### config.mk
export PLATFORM = sky130hd
export DESIGN_NAME = cfg_block_pump
export DESIGN_NICKNAME = d
export VERILOG_FILES = /design/src/rtl/cbp_pkg.sv /design/src/rtl/cbp_word_shaper.sv /design/src/rtl/cbp_credit_gate.sv /design/src/rtl/cfg_block_pump.sv
export SDC_FILE = /design/constraint.sdc
export NUM_CORES = 1
export LEC_CHECK = 0
export ABC_AREA = 0
export BUFFER_PORTS_ARGS = -buffer_cell sky130_fd_sc_hd__buf_2
export CAP_MARGIN = 20
export CORE_UTILIZATION = 27
export CTS_BUF_LIST = sky130_fd_sc_hd__clkbuf_16
export DETAILED_ROUTE_END_ITERATION = 12
export PLACE_DENSITY = 0.53
export SLEW_MARGIN = 20
export SYNTH_ARGS = -nofsm -noshare
export SYNTH_HDL_FRONTEND = slang
export SYNTH_SLANG_ARGS = --single-unit
### constraint.sdc
create_clock -name clk -period 8.4 [get_ports clk]
set_input_delay 0 -clock clk [delete_from_list [all_inputs] [get_ports clk]]
set_output_delay 0 -clock clk [all_outputs]
set_load 0.01 [all_outputs]
### src/rtl/cbp_pkg.sv
package cbp_pkg;

  typedef enum logic [3:0] {
    ST_IDLE,
    ST_BLK,
    ST_CRD,
    ST_ERRP,
    ST_GAP,
    ST_WORD,
    ST_WR,
    ST_CHK,
    ST_FIN
  } pump_state_e;

  typedef enum logic [1:0] {
    RES_OK      = 2'd0,
    RES_RETRY   = 2'd1,
    RES_TIMEOUT = 2'd2,
    RES_CFGERR  = 2'd3
  } pump_result_e;

  localparam logic [1:0] RA_DATA   = 2'd0;
  localparam logic [1:0] RA_CREDIT = 2'd1;
  localparam logic [1:0] RA_STATUS = 2'd2;

endpackage

### src/rtl/cbp_word_shaper.sv
module cbp_word_shaper #(
  parameter int BYTE_W = 32
) (
  input  logic [31:0]       word_i,
  input  logic [BYTE_W-1:0] bytes_left_i,
  output logic [31:0]       word_o,
  output logic [2:0]        nbytes_o
);

  // bytes carried by the word now at the head of the image
  always_comb begin
    if (bytes_left_i >= BYTE_W'(4)) nbytes_o = 3'd4;
    else                            nbytes_o = {1'b0, bytes_left_i[1:0]};
  end

  // each byte lane passes only if it lies inside the remaining length
  for (genvar g = 0; g < 4; g++) begin : g_lane
    assign word_o[8*g +: 8] = (bytes_left_i > BYTE_W'(g)) ? word_i[8*g +: 8] : 8'h00;
  end

endmodule

### src/rtl/cbp_credit_gate.sv
module cbp_credit_gate #(
  parameter int GAP_W  = 16,
  parameter int WAIT_W = 24
) (
  input  logic              clk,
  input  logic              rst_n,
  input  logic [GAP_W-1:0]  probe_gap_i,
  input  logic [WAIT_W-1:0] wait_limit_i,
  input  logic [7:0]        credit_i,
  input  logic [7:0]        sent_i,
  input  logic              wait_clr_i,
  input  logic              wait_run_i,
  input  logic              gap_load_i,
  input  logic              gap_run_i,
  output logic              space_o,
  output logic              gap_done_o,
  output logic              wait_over_o
);

  logic [7:0]        diff;
  logic [GAP_W-1:0]  gap_cnt_q, gap_cnt_d;
  logic [WAIT_W-1:0] wait_cnt_q, wait_cnt_d;
  logic              gap_en, wait_en;

  // modulo-256 distance between granted and consumed blocks
  assign diff    = credit_i - sent_i;
  assign space_o = (diff != 8'd0);

  always_comb begin
    gap_en    = 1'b0;
    gap_cnt_d = gap_cnt_q;
    if (gap_load_i) begin
      gap_en    = 1'b1;
      gap_cnt_d = probe_gap_i;
    end else if (gap_run_i && (gap_cnt_q != '0)) begin
      gap_en    = 1'b1;
      gap_cnt_d = gap_cnt_q - GAP_W'(1);
    end
  end

  always_comb begin
    wait_en    = 1'b0;
    wait_cnt_d = wait_cnt_q;
    if (wait_clr_i) begin
      wait_en    = 1'b1;
      wait_cnt_d = '0;
    end else if (wait_run_i && (wait_cnt_q != '1)) begin
      wait_en    = 1'b1;
      wait_cnt_d = wait_cnt_q + WAIT_W'(1);
    end
  end

  always_ff @(posedge clk or negedge rst_n) begin
    if (!rst_n)      gap_cnt_q <= '0;
    else if (gap_en) gap_cnt_q <= gap_cnt_d;
  end

  always_ff @(posedge clk or negedge rst_n) begin
    if (!rst_n)       wait_cnt_q <= '0;
    else if (wait_en) wait_cnt_q <= wait_cnt_d;
  end

  assign gap_done_o  = (gap_cnt_q == '0);
  assign wait_over_o = (wait_cnt_q >= wait_limit_i);

endmodule

### src/rtl/cfg_block_pump.sv
module cfg_block_pump
  import cbp_pkg::*;
#(
  parameter int BLOCK_BYTES = 4096,
  parameter int CHECK_BYTES = 4096,
  parameter int BYTE_W      = 32,
  parameter int GAP_W       = 16,
  parameter int WAIT_W      = 24,
  parameter int CNT_W       = 16
) (
  input  logic              clk,
  input  logic              rst_n,
  input  logic              start,
  input  logic [BYTE_W-1:0] byte_count,
  input  logic              throttle_mode,
  input  logic              err_check_en,
  input  logic [GAP_W-1:0]  probe_gap,
  input  logic [WAIT_W-1:0] credit_limit,
  input  logic [31:0]       s_data,
  input  logic              s_valid,
  output logic              s_ready,
  output logic              reg_req,
  output logic              reg_we,
  output logic [1:0]        reg_addr,
  output logic [31:0]       reg_wdata,
  input  logic              reg_ack,
  input  logic [31:0]       reg_rdata,
  output logic              busy,
  output logic              done,
  output logic [1:0]        err_code
);

  localparam int BLK_W = $clog2(BLOCK_BYTES + 1);
  localparam logic [BYTE_W-1:0] CHK_MASK = BYTE_W'(CHECK_BYTES - 1);

  pump_state_e  state_q, state_d;
  pump_result_e code_q, code_d;
  logic [BYTE_W-1:0] rem_q, rem_d;
  logic [BYTE_W-1:0] sum_q, sum_d;
  logic [BLK_W-1:0]  blk_q, blk_d;
  logic [CNT_W-1:0]  sent_q, sent_d;
  logic [31:0]       wdata_q, wdata_d;
  logic              thr_q, thr_d;
  logic              chk_q, chk_d;

  logic [31:0]       shaped;
  logic [2:0]        nb;
  logic [BYTE_W-1:0] sum_next;
  logic              space, gap_done, wait_over;
  logic              wait_clr, wait_run, gap_load, gap_run;

  cbp_word_shaper #(.BYTE_W(BYTE_W)) i_shaper (
    .word_i       (s_data),
    .bytes_left_i (rem_q),
    .word_o       (shaped),
    .nbytes_o     (nb)
  );

  cbp_credit_gate #(.GAP_W(GAP_W), .WAIT_W(WAIT_W)) i_gate (
    .clk          (clk),
    .rst_n        (rst_n),
    .probe_gap_i  (probe_gap),
    .wait_limit_i (credit_limit),
    .credit_i     (reg_rdata[7:0]),
    .sent_i       (sent_q[7:0]),
    .wait_clr_i   (wait_clr),
    .wait_run_i   (wait_run),
    .gap_load_i   (gap_load),
    .gap_run_i    (gap_run),
    .space_o      (space),
    .gap_done_o   (gap_done),
    .wait_over_o  (wait_over)
  );

  assign sum_next = sum_q + BYTE_W'(nb);

  always_comb begin
    state_d  = state_q;
    code_d   = code_q;
    rem_d    = rem_q;
    sum_d    = sum_q;
    blk_d    = blk_q;
    sent_d   = sent_q;
    wdata_d  = wdata_q;
    thr_d    = thr_q;
    chk_d    = chk_q;
    reg_req  = 1'b0;
    reg_we   = 1'b0;
    reg_addr = RA_CREDIT;
    s_ready  = 1'b0;
    wait_clr = 1'b0;
    wait_run = 1'b0;
    gap_load = 1'b0;
    gap_run  = 1'b0;

    unique case (state_q)
      ST_IDLE: begin
        if (start) begin
          rem_d   = byte_count;
          sum_d   = '0;
          sent_d  = '0;
          code_d  = RES_OK;
          thr_d   = throttle_mode;
          chk_d   = err_check_en;
          state_d = ST_BLK;
        end
      end

      ST_BLK: begin
        if (rem_q == '0) begin
          state_d = chk_q ? ST_CHK : ST_FIN;
        end else begin
          wait_clr = 1'b1;
          if (thr_q) begin
            if (rem_q >= BYTE_W'(BLOCK_BYTES)) blk_d = BLK_W'(BLOCK_BYTES);
            else                               blk_d = BLK_W'(rem_q);
            state_d = ST_CRD;
          end else begin
            blk_d   = BLK_W'(nb);
            state_d = ST_WORD;
          end
        end
      end

      ST_CRD: begin
        reg_req  = 1'b1;
        reg_addr = RA_CREDIT;
        wait_run = 1'b1;
        if (reg_ack) state_d = space ? ST_WORD : ST_ERRP;
      end

      ST_ERRP: begin
        reg_req  = 1'b1;
        reg_addr = RA_STATUS;
        wait_run = 1'b1;
        if (reg_ack) begin
          if (reg_rdata[0]) begin
            code_d  = RES_RETRY;
            state_d = ST_FIN;
          end else begin
            gap_load = 1'b1;
            state_d  = ST_GAP;
          end
        end
      end

      ST_GAP: begin
        wait_run = 1'b1;
        gap_run  = 1'b1;
        if (gap_done) begin
          if (wait_over) begin
            code_d  = RES_TIMEOUT;
            state_d = ST_FIN;
          end else begin
            state_d = ST_CRD;
          end
        end
      end

      ST_WORD: begin
        s_ready = 1'b1;
        if (s_valid) begin
          wdata_d = shaped;
          state_d = ST_WR;
        end
      end

      ST_WR: begin
        reg_req  = 1'b1;
        reg_we   = 1'b1;
        reg_addr = RA_DATA;
        if (reg_ack) begin
          rem_d = rem_q - BYTE_W'(nb);
          sum_d = sum_next;
          blk_d = blk_q - BLK_W'(nb);
          if (blk_q == BLK_W'(nb)) begin
            sent_d = sent_q + CNT_W'(1);
            if (chk_q && (rem_q != BYTE_W'(nb)) && ((sum_next & CHK_MASK) == '0))
              state_d = ST_CHK;
            else
              state_d = ST_BLK;
          end else begin
            state_d = ST_WORD;
          end
        end
      end

      ST_CHK: begin
        reg_req  = 1'b1;
        reg_addr = RA_STATUS;
        if (reg_ack) begin
          if (reg_rdata[0]) begin
            code_d  = RES_CFGERR;
            state_d = ST_FIN;
          end else begin
            state_d = (rem_q == '0) ? ST_FIN : ST_BLK;
          end
        end
      end

      ST_FIN: state_d = ST_IDLE;

      default: state_d = ST_IDLE;
    endcase
  end

  always_ff @(posedge clk or negedge rst_n) begin
    if (!rst_n) begin
      state_q <= ST_IDLE;
      code_q  <= RES_OK;
      rem_q   <= '0;
      sum_q   <= '0;
      blk_q   <= '0;
      sent_q  <= '0;
      wdata_q <= '0;
      thr_q   <= 1'b0;
      chk_q   <= 1'b0;
    end else begin
      state_q <= state_d;
      code_q  <= code_d;
      rem_q   <= rem_d;
      sum_q   <= sum_d;
      blk_q   <= blk_d;
      sent_q  <= sent_d;
      wdata_q <= wdata_d;
      thr_q   <= thr_d;
      chk_q   <= chk_d;
    end
  end

  assign reg_wdata = wdata_q;
  assign busy      = (state_q != ST_IDLE);
  assign done      = (state_q == ST_FIN);
  assign err_code  = code_q;

endmodule

==> results_dict.tcl, run 1 <==
set metrics [dict create \
    status "complete, no violations" \
    cp_slowest_cell "nor3_1" \
    routedWlPerCell_um 14.9 \
    cp_max_fo 16 \
    clock_sinks 145 \
    drt_first_iter_violations 523 \
    async_flop_share_pct 100 \
    synth_cells 1063 \
    cts_root_buf "clkbuf_16" \
    grtUsageMet1_pct 21.2 \
    placedCellCount 1620 \
    cts_buffers 17 \
    leakagePower_nw 5.11 \
    fill_cells 3462 \
    netlist_area_um2 8920 \
    cts_resized 0 \
    grt_util_met2_pct 25.8 \
    syn_to_final_growth_pct 29.7 \
    finalCriticalPeriod_ns 5.11 \
    synth.avg_cell_area_um2 8.39 \
    cts_tree "yes" \
    peakVddDrop_v 0.000155 \
    routed_wl_um 25800 \
    ys.flop_type "dfrtp_1" \
    clk_latency_ns 0.43 \
    drc_errors 0 \
    nets 1469 \
    startpoint_type "flip-flop" \
    die_w_um 184 \
    grt-busiest-layer "met2" \
    drtAntennaViolNets 0 \
    yosysWarnings 0 \
    finalNonFillerCells 1737 \
    hp-class "primary input to flip-flop" \
    grt_setup_unrepaired "false" \
    rows 66 \
    gp_congestion 0.784 \
    drive_gt1_share_pct 17.0 \
    setup_viol 0 \
    antenna_found_initial 1 \
    clk_pin_slew_ns 0.07 \
    hold_viol 0 \
    synth.distinct_cells 70 \
    grt_remaining_overflow 0 \
    synth_nets 1251 \
    placed_cell_area_um2 10100 \
    criticalPathCategory "flip-flop to flip-flop" \
    start_util_pct 27.4 \
    tightest_slew_ns 1.01 \
    core_area_um2 32500 \
    totalPowerFinal_mw 3.03 \
    num_io_pins 184 \
    first_global_vias 8014 \
    dieArea_um2 33800 \
    fmax_mhz 196 \
    drv_cap 0 \
    maxSlewViolCount 0 \
    worstPathArrival_ns 5.40 \
    end_kind "flip-flop" \
    power_density_nw_per_um2 262 \
    worst-path-buf-inv 1 \
    final_area_um2 11600 \
    drtPass1Iterations 6 \
    die_h_um 184 \
    clock_path_buffers 2 \
    ys_seq_elements 145 \
    worst_path_largest_cell_delay_ns 0.63 \
    grt_max_degree 79 \
    crit_path_frequent_cell "or3_1" \
    worstPathCellList "or3_1 > nor3_1 > nand3_1 > or3_1 > inv_2 > ha_1 > or3_1 > or4_1 > or2_2 > nor2_1 > nand3_1 > a221oi_1 > a31oi_1" \
    port_buffers 159 \
    path_delay_family "simple AND/OR/NAND/NOR gates" \
    hold_buffers 83 \
    use_met3_pct 2.44 \
    tns_ns 0 \
    grtUsageTotal_pct 15.7 \
    ys_seq_area_share_pct 40.7 \
    synth_edf_count 0 \
    multi_input_area_um2 4900 \
    hpwl_um 17800 \
    period_share_pct 60.9 \
    via_per_inst 4.85 \
    htree_levels 4 \
    seqCellArea_um2 3630 \
    fin_skew_ns 0.0147 \
    vias 8420 \
    max_slew_margin_pct 32.4 \
    required_ns 8.68 \
    post-cts-setup-buffers 0 \
    grt_pass1_wl_um 42000 \
]
through the flow:
stage	utilization (%)	hold WS, ns	worst slack (ns)
3_3_place_gp	31.2	0.0599	3.36
2_1_floorplan	-	-0.296	3.88
3_5_place_dp	31.2	0.0586	3.31
5_1_grt	35.6	0.0638	2.90
4_1_cts	35.5	0.0163	3.27
6_report	35.6	0.0376	3.29
synthesized netlist by cell type, types with 9 or more instances:
cell type  count  area (µm²)
nand3_1       38         190
o21ai_0       88         440
or3_1         18         113
a22o_1        11        96.3
or4_1         11        82.6
clkbuf_1      44         165
nor2b_1        9        56.3
nor4_1        18         113
dfrtp_1      145        3630
a31oi_1       10        62.6
nand4_1       17         106
a32oi_1       12         105
nand2_1      154         578
xnor2_1       30         263
ha_1          43         538
a21oi_1       67         335
o22ai_1       11        68.8
nor3_1        30         150
inv_1         49         184
mux2i_1       11         110
xor2_1        19         166
nor2_1       108         405
report_power, final:
part	switching, mW	total, mW	internal (mW)	leakage (nW)
clock network	0.344	0.762	0.418	0.282
logic	0.653	1.12	0.464	2.99
registers	0.226	1.15	0.921	1.84
total	1.22	3.03	1.80	5.11
cells in the final DEF, fill, tap and decap left out, types with 6 or more instances in the layout:
| cell | n |
|---|---|
| nor3_1 | 30 |
| a21o_1 | 7 |
| a31oi_1 | 10 |
| dfrtp_1 | 145 |
| mux2i_1 | 11 |
| xnor2_1 | 30 |
| a211oi_1 | 8 |
| nand4_1 | 17 |
| nand3_1 | 38 |
| nor4_1 | 18 |
| a22oi_1 | 7 |
| or4_1 | 11 |
| and2_1 | 7 |
| a21oi_1 | 67 |
| ha_1 | 43 |
| or3_1 | 18 |
| nand2_1 | 153 |
| and4_1 | 6 |
| clkbuf_16 | 17 |
| o22ai_1 | 11 |
| nand2b_1 | 6 |
| dlygate4sd3_1 | 83 |
| o21ai_0 | 88 |
| buf_4 | 10 |
| a32oi_1 | 12 |
| buf_2 | 158 |
| xor2_1 | 19 |
| nor2_1 | 107 |
| inv_1 | 49 |
| nor2b_1 | 9 |
| a22o_1 | 11 |
flip-flops by register name, indices dropped and copies added (netlist names):
signal             flops
state_q                4
err_code               2
blk_q                 13
reg_wdata             32
i_gate.gap_cnt_q      16
rem_q                 32
sent_q                 8
thr_q                  1
chk_q                  1
sum_q                 12
i_gate.wait_cnt_q     24
cells by family (layout without fill, tap and decap cells):
logic type,after synthesis,in the layout,share of synthesized area [%]
DFF,145,145,40.7
buffers and inverters,105,336,4.46
and+or+nand+nor,448,448,24.1
AOI/OAI and AO/OA,257,257,17.9
xor gates and xnor gates,49,49,4.81
adders and majority gates,45,45,6.48
other,1,2,0.0420
muxes,13,13,1.49
path summary, 6_finish.rpt:
kind	from	to	slack (ns)	depth (start not counted)
max in group asynchronous	rst_n	i_gate.gap_cnt_q[8]	7.08	3
setup reg to reg	rem_q[18]	rem_q[27]	3.29	13
hold reg to reg	reg_wdata[5]	reg_wdata[5]	0.47	2
hold / removal	reg_rdata[0]	state_q[3]	0.04	5
min in group asynchronous	rst_n	rem_q[21]	0.15	2
setup / recovery	rem_q[18]	rem_q[27]	3.29	13
worst reg2reg max path, cell delays in order (launching register included):
cell and delay [ns]:
dfrtp_1 0.40, or3_1 0.47, nor3_1 0.63, nand3_1 0.16
or3_1 0.49, inv_2 0.31, ha_1 0.34, or3_1 0.49
or4_1 0.56, or2_2 0.38, nor2_1 0.27, nand3_1 0.11
a221oi_1 0.28, a31oi_1 0.07
routing by layer:
| layer | share of wire, % | wire length [µm] |
|---|---|---|
| met1 | 47 | 12200 |
| met2 | 48 | 12400 |
| met3 | 3.3 | 863 |
| met4 | 1.4 | 372 |
| met5 | 0 | 0 |
final cells by class:
| class | instances | area share (%) |
|---|---|---|
| sequential | 145 | 31.4 |
| clock buffer | 17 | 3.68 |
| multi-input combinational | 813 | 42.3 |
| clock inverter | 15 | 1.30 |
| inverter | 51 | 1.65 |
| tap | 442 | 4.78 |
| timing repair buffer | 253 | 14.9 |
| antenna | 1 | 0.0216 |
(Power assumes the default switching activity.)
==> run 2, diff against run 1 <==
PLACE_DENSITY = 0.55   (was 0.53)
clock period = 4.24 ns   (was 8.4 ns; I/O delays follow)
==> run 2 against run 1 <==
Compared with the run above:
- combinational power rose by 110%
- die area did not move
- fmax rose by 26%
- critical endpoint is now rem_q[23]
- clock power rose by 120%
- via count rose by 1.9%
- largest power group is now combinational logic
- sequential cell count did not move
- total power rose by 110%
- clock skew fell by 0.0033 ns
- register-to-register slack got worse by 3.1 ns
- non-clock buffer count rose by 18
- final cell count rose by 0.98%
- largest cell class unchanged
==> results_dict.tcl, run 2 (synthesized netlist as in run 1, its figures left out) <==
set metrics [dict create \
    leakagePower_nw 5.24 \
    via_per_inst 4.89 \
    cp_max_fo 6 \
    max_slew_margin_pct 33.9 \
    required_ns 4.58 \
    final_common_cell "buf_2" \
    hp-class "primary input to flip-flop" \
    totalPowerFinal_mw 6.26 \
    maxSlewViolCount 0 \
    r2r_slack_ns 0.19 \
    grt_max_degree 108 \
    peakVddDrop_v 0.000289 \
    criticalPathCategory "flip-flop to flip-flop" \
    drt_first_iter_violations 450 \
    critPathLaunch "rem_q[13]" \
    hold_viol 0 \
    grt_remaining_overflow 0 \
    post-place-ws_ns 0.0922 \
    fill_cells 3378 \
    period_share_pct 95.5 \
    fmax_mhz 247 \
    power_density_nw_per_um2 530 \
    post-cts-setup-buffers 0 \
    fin_skew_ns 0.0114 \
    start_util_pct 27.4 \
    drc_errors 0 \
    holdWs_ns 0.0676 \
    drv_cap 0 \
    setup_viol 0 \
    startpoint_type "flip-flop" \
    num_io_pins 184 \
    clock_path_buffers 2 \
    multi_input_area_um2 4950 \
    grt_pass1_wl_um 42500 \
    worstReg2RegStart "rem_q[13]" \
    clk_pin_slew_ns 0.06 \
    cts_root_buf "clkbuf_16" \
    cts_buffers 17 \
    tightest_slew_ns 0.987 \
    clk_latency_ns 0.43 \
    clock_sinks 145 \
    diodes 0 \
    status "complete, no violations" \
    holdCritStartpoint "reg_rdata[0]" \
    htree_levels 4 \
    finalCriticalPeriod_ns 4.05 \
    hpwl_um 18200 \
    dieArea_um2 33800 \
    port_buffers 159 \
    grtUsageTotal_pct 15.9 \
    die_h_um 184 \
    final_cell_mix "buf_2, nand2_1, dfrtp_1, nor2_1, o21ai_0" \
    tns_ns 0 \
    drtAntennaViolNets 0 \
    layout_setup_ws_ns 0.192 \
    drive_gt1_share_pct 18.8 \
    nets 1487 \
    cts_tree "yes" \
    first_global_vias 8230 \
    syn_to_final_growth_pct 32.5 \
    end_kind "flip-flop" \
    core_area_um2 32500 \
    placed_cell_area_um2 10300 \
    grt_setup_unrepaired "false" \
    worstPathArrival_ns 4.39 \
    routed_wl_um 26300 \
    vias 8579 \
    gp_congestion 0.806 \
    drtPass1Iterations 5 \
    final_area_um2 11800 \
    die_w_um 184 \
    seqCellArea_um2 3630 \
    rows 66 \
    routedWlPerCell_um 15.0 \
    antenna_found_initial 0 \
]
==> run 2: cell count changes in the layout (fill, tap and decap cells not counted), sizes merged <==
cell	change
buf	+17
bufinv	+4
clkbuf	+1
clkinvlp	+1
diode	-1
inv	-5
==> run 2: worst paths after layout <==
| check | endpoint | depth (start not counted) |
|---|---|---|
| worst max-delay path | rem_q[23] | 12 |
| worst min-delay path | state_q[3] | 5 |
| worst max register to register | rem_q[23] | 12 |
| worst min register to register | reg_wdata[7] | 2 |
| max in group asynchronous | rem_q[12] | 3 |
| min in group asynchronous | reg_wdata[18] | 2 |
==> run 2: layout make-up <==
class                   count  area share [%]
clock inverters            15            1.84
multi-input cells         813            41.9
well taps                 442            4.68
inverters                  51            1.64
repair buffers            271            15.7
flip-flops and latches    145            30.7
clock buffers              17            3.60
==> run 2: power by group <==
group          internal, mW  switching (mW)
clock network          1.04           0.639
logic                 0.978            1.34
registers              1.83           0.434
==> run 2: critical path: stages (launching register included) <==
cell and delay [ns]:
dfrtp_1 0.41, or4_4 0.58, nor4_4 0.26, nand3_1 0.14
or3_4 0.41, inv_4 0.09, ha_4 0.21, or3_1 0.39
or4_4 0.48, or2_4 0.28, or4_1 0.42, mux2i_1 0.14
a32oi_1 0.15
==> run 2: repair_timing <==
action / CTS / global route
endpoints found under the setup margin: 0 / 7
hold endpoints to repair: 188 / 0
hold buffers: 83 / 0
gates resized for setup: 0 / 8
==> run 2: metrics by stage <==
| stage | instances | util, % |
|---|---|---|
| finish | 1754 | 36.3 |
| global route | 1754 | 36.3 |
| CTS | 1754 | 36.2 |
| detailed placement | 1639 | 31.7 |
| global placement | 1639 | 31.7 |
| floorplan | 1063 | - |
==> run 2: metal layers <==
metal / up-vias / track usage (%) / share of wire [%]
met5: - / 0 / 0
met4: 0 / 3.87 / 0.87
met3: 12 / 2.69 / 3.9
met2: 184 / 26.6 / 48
met1: 4124 / 21.2 / 47
li1: 4259 / - / -
